**src/rtl/xparent_mode_pkg.sv**
```systemverilog
package xparent_mode_pkg;

  typedef enum logic [1:0] {
    ST_PASS = 2'd0,
    ST_WAIT = 2'd1,
    ST_BUS  = 2'd2
  } seq_state_e;

endpackage

```
**src/rtl/xm_cmd_detect.sv**
```systemverilog
module xm_cmd_detect (
  input  logic clk,
  input  logic rst,
  input  logic en_in_n,
  input  logic bit_sel,
  input  logic line_rst_n,
  output logic cmd_fire,
  output logic cmd_toggle
);

  logic en_q;

  always_ff @(posedge clk) begin
    if (rst) en_q <= 1'b1;
    else     en_q <= en_in_n;
  end

  assign cmd_fire   = en_q & ~en_in_n;
  assign cmd_toggle = cmd_fire & ~bit_sel & ~line_rst_n;

  // a command is a single-edge event
  p_fire_single_r2: assert property (@(posedge clk) disable iff (rst)
    cmd_fire |=> !cmd_fire);

endmodule

```
**src/rtl/xm_toggle_run.sv**
```systemverilog
module xm_toggle_run #(
  parameter int RUN_LEN = 4
) (
  input  logic clk,
  input  logic rst,
  input  logic clear,
  input  logic cmd_fire,
  input  logic cmd_toggle,
  output logic run_done
);

  localparam int CW = (RUN_LEN > 1) ? $clog2(RUN_LEN) : 1;
  localparam logic [CW-1:0] LAST = CW'(RUN_LEN - 1);

  logic [CW-1:0] cnt;

  always_ff @(posedge clk) begin
    if (rst || clear) begin
      cnt <= '0;
    end else if (cmd_fire) begin
      if (cmd_toggle && cnt != LAST) cnt <= cnt + 1'b1;
      else                           cnt <= '0;
    end
  end

  assign run_done = cmd_fire & cmd_toggle & ~clear & (cnt == LAST);

  // count never passes the run length
  p_count_range_r2: assert property (@(posedge clk) disable iff (rst)
    cnt <= LAST);

  // a non-toggle command leaves the count at zero
  p_other_clears_r3: assert property (@(posedge clk) disable iff (rst)
    (cmd_fire && !cmd_toggle) |=> cnt == '0);

endmodule

```
**src/rtl/xm_quiet_timer.sv**
```systemverilog
module xm_quiet_timer #(
  parameter int QUIET_CYCLES = 500000
) (
  input  logic clk,
  input  logic rst,
  input  logic arm,
  input  logic en_in_n,
  output logic expired
);

  localparam int TW = (QUIET_CYCLES > 1) ? $clog2(QUIET_CYCLES) : 1;
  localparam logic [TW-1:0] TLAST = TW'(QUIET_CYCLES - 1);

  logic [TW-1:0] tmr;

  always_ff @(posedge clk) begin
    if (rst || !arm || !en_in_n) tmr <= '0;
    else if (tmr == TLAST)        tmr <= '0;
    else                          tmr <= tmr + 1'b1;
  end

  assign expired = arm & en_in_n & (tmr == TLAST);

  // timer stays inside its window
  p_tmr_range_r4: assert property (@(posedge clk) disable iff (rst)
    tmr <= TLAST);

  // a low enable restarts the quiet interval
  p_low_restarts_r4: assert property (@(posedge clk) disable iff (rst)
    !en_in_n |=> tmr == '0);

endmodule

```
**src/rtl/xm_eno_watchdog.sv**
```systemverilog
module xm_eno_watchdog #(
  parameter int WDOG_CYCLES = 500000
) (
  input  logic clk,
  input  logic rst,
  input  logic active,
  input  logic en_out_n,
  input  logic restore,
  output logic pass_on
);

  localparam int WW = $clog2(WDOG_CYCLES + 1);
  localparam logic [WW-1:0] LIM = WW'(WDOG_CYCLES);

  logic [WW-1:0] low_cnt;

  always_ff @(posedge clk) begin
    if (rst) begin
      low_cnt <= '0;
      pass_on <= 1'b1;
    end else begin
      if (!active || en_out_n) low_cnt <= '0;
      else if (low_cnt != LIM) low_cnt <= low_cnt + 1'b1;

      if (restore)                                   pass_on <= 1'b1;
      else if (active && !en_out_n && low_cnt == LIM) pass_on <= 1'b0;
    end
  end

  // the gate only opens after a low downstream enable in pass-through
  p_cut_needs_low_r7: assert property (@(posedge clk) disable iff (rst)
    ($fell(pass_on) && !$past(rst)) |-> $past(!en_out_n && active));

  // once open, the gate only closes on restore
  p_cut_sticky_r8: assert property (@(posedge clk) disable iff (rst)
    ($rose(pass_on) && !$past(rst)) |-> $past(restore));

endmodule

```
**src/rtl/xparent_mode_seq.sv**
```systemverilog
module xparent_mode_seq
  import xparent_mode_pkg::*;
#(
  parameter int RUN_LEN      = 4,
  parameter int QUIET_CYCLES = 500000,
  parameter int WDOG_CYCLES  = 500000
) (
  input  logic clk,
  input  logic rst,
  input  logic en_in_n,
  input  logic bit_sel,
  input  logic line_rst_n,
  input  logic en_out_n,
  output logic bus_mode,
  output logic en_pass_on
);

  seq_state_e state_q, state_d;
  logic cmd_fire, cmd_toggle, run_done, quiet_done, enter_bus;

  xm_cmd_detect u_cmd (
    .clk(clk), .rst(rst), .en_in_n(en_in_n), .bit_sel(bit_sel),
    .line_rst_n(line_rst_n), .cmd_fire(cmd_fire), .cmd_toggle(cmd_toggle)
  );

  xm_toggle_run #(.RUN_LEN(RUN_LEN)) u_run (
    .clk(clk), .rst(rst), .clear(state_q == ST_WAIT),
    .cmd_fire(cmd_fire), .cmd_toggle(cmd_toggle), .run_done(run_done)
  );

  xm_quiet_timer #(.QUIET_CYCLES(QUIET_CYCLES)) u_quiet (
    .clk(clk), .rst(rst), .arm(state_q == ST_WAIT),
    .en_in_n(en_in_n), .expired(quiet_done)
  );

  always_comb begin
    state_d = state_q;
    unique case (state_q)
      ST_PASS: if (run_done) state_d = ST_WAIT;
      ST_WAIT: begin
        if (cmd_fire)        state_d = ST_PASS;
        else if (quiet_done) state_d = ST_BUS;
      end
      ST_BUS:  if (run_done) state_d = ST_PASS;
      default: state_d = ST_PASS;
    endcase
  end

  assign enter_bus = (state_q == ST_WAIT) && (state_d == ST_BUS);

  always_ff @(posedge clk) begin
    if (rst) begin
      state_q  <= ST_PASS;
      bus_mode <= 1'b0;
    end else begin
      state_q  <= state_d;
      bus_mode <= (state_d == ST_BUS);
    end
  end

  xm_eno_watchdog #(.WDOG_CYCLES(WDOG_CYCLES)) u_wdog (
    .clk(clk), .rst(rst), .active(state_q != ST_BUS),
    .en_out_n(en_out_n), .restore(enter_bus), .pass_on(en_pass_on)
  );

  // reset lands in pass-through with the gate connected
  p_reset_state_r1: assert property (@(posedge clk)
    rst |=> (!bus_mode && en_pass_on));

  // bus mode is entered only on an edge with the enable high
  p_entry_quiet_r4: assert property (@(posedge clk) disable iff (rst)
    ($rose(bus_mode) && !$past(rst)) |-> $past(en_in_n));

  // bus mode is left only on a toggle command edge
  p_exit_on_toggle_r6: assert property (@(posedge clk) disable iff (rst)
    ($fell(bus_mode) && !$past(rst)) |-> $past(!en_in_n && !bit_sel && !line_rst_n));

  // gate stays connected throughout bus mode
  p_bus_gate_on_r9: assert property (@(posedge clk) disable iff (rst)
    bus_mode |-> en_pass_on);

endmodule

```
**config.mk**
```make
export PLATFORM = sky130hd
export DESIGN_NAME = xparent_mode_seq
export DESIGN_NICKNAME = d
export VERILOG_FILES = /design/src/rtl/xparent_mode_pkg.sv /design/src/rtl/xm_cmd_detect.sv /design/src/rtl/xm_toggle_run.sv /design/src/rtl/xm_quiet_timer.sv /design/src/rtl/xm_eno_watchdog.sv /design/src/rtl/xparent_mode_seq.sv
export SDC_FILE = /design/constraint.sdc
export NUM_CORES = 1
export LEC_CHECK = 0
export ABC_AREA = 1
export BUFFER_PORTS_ARGS = -buffer_cell sky130_fd_sc_hd__buf_4
export CELL_PAD_IN_SITES_DETAIL_PLACEMENT = 1
export CELL_PAD_IN_SITES_GLOBAL_PLACEMENT = 1
export CORE_MARGIN = 10
export CORE_UTILIZATION = 44
export CTS_CLUSTER_DIAMETER = 40
export DETAILED_ROUTE_END_ITERATION = 6
export PLACE_DENSITY = 0.8
export SETUP_SLACK_MARGIN = 0.2
export SLEW_MARGIN = 20
export SYNTH_ARGS = -nofsm -noshare
export SYNTH_HDL_FRONTEND = slang
export SYNTH_SLANG_ARGS = --single-unit
export TNS_END_PERCENT = 100
```
**constraint.sdc**
```tcl
create_clock -name clk -period 2 [get_ports clk]
set_input_delay 0.1 -clock clk [delete_from_list [all_inputs] [get_ports clk]]
set_output_delay 0.1 -clock clk [all_outputs]
set_load 0.01 [all_outputs]
```
==> results.yml <==
outcome:
  status: "completed"
floorplan:
  start_util_pct: 45.5
  rows: 26
  dieArea_um2: 8640
  die_x_um: 92.9
  dieHeight_um: 92.9
  ioPinCount: 8
  coreArea_um2: 5140
worst_hold_path:
  whs_path_depth: 3
  min_to: "u_cmd.en_q"
  worstHoldStart: "en_in_n"
  hold_path_class: "primary input to register"
sta:
  tns_ps: 0
  worst_pin_slew_ps: 593
  slew_viol_final: 0
  worst_slack_ps: 395
  slew-limit-headroom_pct: 60.2
  finClkSkew_ps: 5.52
  fin_crit_sh_pct: 80.2
  whs_ps: 37.9
  final-hold-violation-count: 0
  rsz0062_at_grt: "false"
  period_minus_slack_ps: 1600
  setup_viol: 0
  max_freq_mhz: 623
cells_and_area:
  diodes: 0
  nNetsFinal: 366
  layout.cells.non_filler: 427
  drive_gt1_share_pct: 11.2
  area_delta_synth_final_pct: 9.41
yosys:
  ys_ff_latch: 45
  syn_nets: 353
  synth.area.mux_share_pct: 0
  synthCells: 343
  seq_area_frac_synth_pct: 38.5
  ys.flop_type: "dfxtp_1"
  yosysWarningCount: 0
  ys_types: 28
  yosys.area.top_type: "dfxtp_1"
  synth_top_area_share_pct: 38.5
  synth_compound_area_share_pct: 9.78
  synth_fa_ha_area_share_pct: 2.14
  synthesis.area_um2: 2340
  synth_top_family_by_area: "simple AND/OR/NAND/NOR gates"
  synth.area.top_cells: "dfxtp_1 (38%), nand2_1 (13%), nor2_1 (9.8%)"
  syn_area_per_cell_um2: 6.83
  synth_edf_count: 0
  synth_xor_area_share_pct: 2.99
  synthSimpleGateAreaFrac_pct: 38.9
  async_reset_ff_share_pct: 0
clocking:
  clock_path_buffers: 2
  clk_pin_slew_ps: 90
  cts-htree-levels: 2
  clock_sinks: 45
  cts_buffers: 5
  root_buffer: "clkbuf_8"
  clk_latency_ps: 300
  post_cts.repair.setup_buffers: 0
  cts_tree: "done"
setup_path:
  crit_type: "register to register"
  worstPathMaxFanout: 18
  start_kind: "register"
  critPathCaptureType: "register"
  r2r_start: "u_quiet.tmr[1]"
  reg2reg_depth: 10
  crit_required_ps: 2210
  r2r-end: "u_quiet.tmr[16]"
  arrival_ps: 1810
  reg2reg_slack_ps: 400
drt:
  vias: 2146
  avgViaCountPerCell: 5.03
  antenna_left: 0
  routed_wl_um: 5650
  wire_per_inst_um: 13.2
  drtIter0Drc: 44
  drcViolationCount: 0
  firstDrtPassIters: 4
grt:
  overflow: 0
  grt_pass1_wl_um: 9590
  grt_usage_pct: 13.6
  grt_pass1_vias: 2114
  grt_start_max_net_pins: 19
  antenna_found_initial: 0
placed_design:
  hpwl_um: 4420
  pre_cts_ws_ps: 203
  io_buffer_count: 7
  placedCellCount: 418
  place.gp.congestion: 0.826
power:
  power.density_nw_per_um2: 587
  ir_worst_vdd_uv: 365
  leakagePower_nw: 0.834
  power_mw: 1.50
run:
  drv_cap: 0
==> state kept, by name, summed over array words and instances (netlist names) <==
name and count:
u_quiet.tmr 19, u_wdog.low_cnt 19, state_q 2, u_run.cnt 2
bus_mode 1, u_cmd.en_q 1, u_wdog.pass_on 1
==> placed cells by master (no fill, tap or decap) <==
| cell type | n |
|---|---|
| dfxtp_1 | 44 |
| nor3_4 | 1 |
| nand3_1 | 19 |
| nand2_2 | 3 |
| inv_1 | 40 |
| nor3_1 | 2 |
| nor2_2 | 10 |
| nand3_2 | 1 |
| o21a_1 | 1 |
| clkbuf_8 | 5 |
| nor2_1 | 60 |
| nand4_1 | 11 |
| nand3b_1 | 2 |
| clkinv_2 | 2 |
| a21oi_2 | 3 |
| nand3b_2 | 1 |
| clkbuf_1 | 1 |
| dfxtp_2 | 1 |
| o21ai_0 | 14 |
| nor2_4 | 2 |
| inv_2 | 1 |
| nand2_8 | 1 |
| nor3b_1 | 2 |
| or2_0 | 2 |
| ha_2 | 1 |
| xor2_1 | 7 |
| nor3_2 | 1 |
| a21oi_1 | 25 |
| ha_1 | 3 |
| dlygate4sd3_1 | 1 |
| buf_4 | 7 |
| nand2_1 | 82 |
| xnor2_1 | 1 |
==> routing by layer <==
| metal | global-route usage [%] | share of wire (%) |
|---|---|---|
| met1 | 15.4 | 47 |
| met2 | 24.4 | 51 |
| met3 | 3.63 | 1.8 |
| met4 | 3.86 | 1.0 |
| met5 | 0 | 0 |
==> timing repair <==
| item | 4_1_cts | 5_1_grt |
|---|---|---|
| gates resized for setup | 1 | 3 |
| hold buffers | 1 | 0 |
| endpoints found under the hold margin | 3 | 0 |
| setup endpoints to repair | 2 | 5 |
==> kinds of logic (layout without fill, tap and decap cells) <==
| group | Yosys count | in the layout |
|---|---|---|
| flip-flops | 45 | 45 |
| AND/OR/NAND/NOR | 200 | 200 |
| adder cells (fa/ha/maj) | 4 | 4 |
| buffers and inverters | 43 | 57 |
| AO/OA/AOI/OAI | 43 | 43 |
| XOR/XNOR | 8 | 8 |
==> cell type report <==
class                   count  area [um^2]
repair buffers              8         62.6
well taps                  70         87.6
clock inverters             2         10.0
fillers                   718         2580
flip-flops and latches     45          902
multi-input cells         255         1270
inverters                  41          154
clock buffers               6         72.6
==> per-stage QoR <==
step	area (um^2)	util, %
floorplan	2340	-
global placement	2450	47.7
detailed placement	2450	47.7
CTS	2550	49.7
global route	2560	49.8
finish	2560	49.8
==> worst max path at each step <==
stage                      startpoint                  to  slack, ps  cells past startpoint
global placement       u_quiet.tmr[0]     u_quiet.tmr[15]        290                     10
detailed placement     u_quiet.tmr[0]     u_quiet.tmr[16]        200                     10
global route        u_wdog.low_cnt[0]  u_wdog.low_cnt[16]        220                      7
floorplan              u_quiet.tmr[0]     u_quiet.tmr[10]        510                      9
CTS                    u_quiet.tmr[0]     u_quiet.tmr[16]        260                     10
finish                 u_quiet.tmr[1]     u_quiet.tmr[16]        400                     10
==> worst max-delay path, cell delays in order, from the launching register on <==
cell and delay [ps]:
dfxtp_1 380, ha_2 260, nand2_2 90, nor2_4 160, inv_2 70, nor2_4 110, nand2_2 90, nand2_8 170
inv_1 70, nand2_1 70, inv_1 30
==> power by group <==
part / switching, mW / internal, mW / leakage [nW]
clock: 0.318 / 0.243 / 0.0450
combinational: 0.0248 / 0.0157 / 0.425
sequential: 0.00370 / 0.899 / 0.364
total: 0.347 / 1.16 / 0.834
==> synth_stat cells, types with 2 or more instances <==
library cell,count
a21oi_1,25
a21oi_2,3
dfxtp_1,45
ha_1,4
inv_1,40
nand2_1,82
nand2_2,3
nand3_1,19
nand3b_1,2
nand4_1,11
nor2_1,61
nor2_2,9
nor2_4,2
nor3_1,2
nor3b_1,2
o21ai_0,14
or2_0,2
xor2_1,7
No activity file was read; power rests on OpenSTA's default activity.
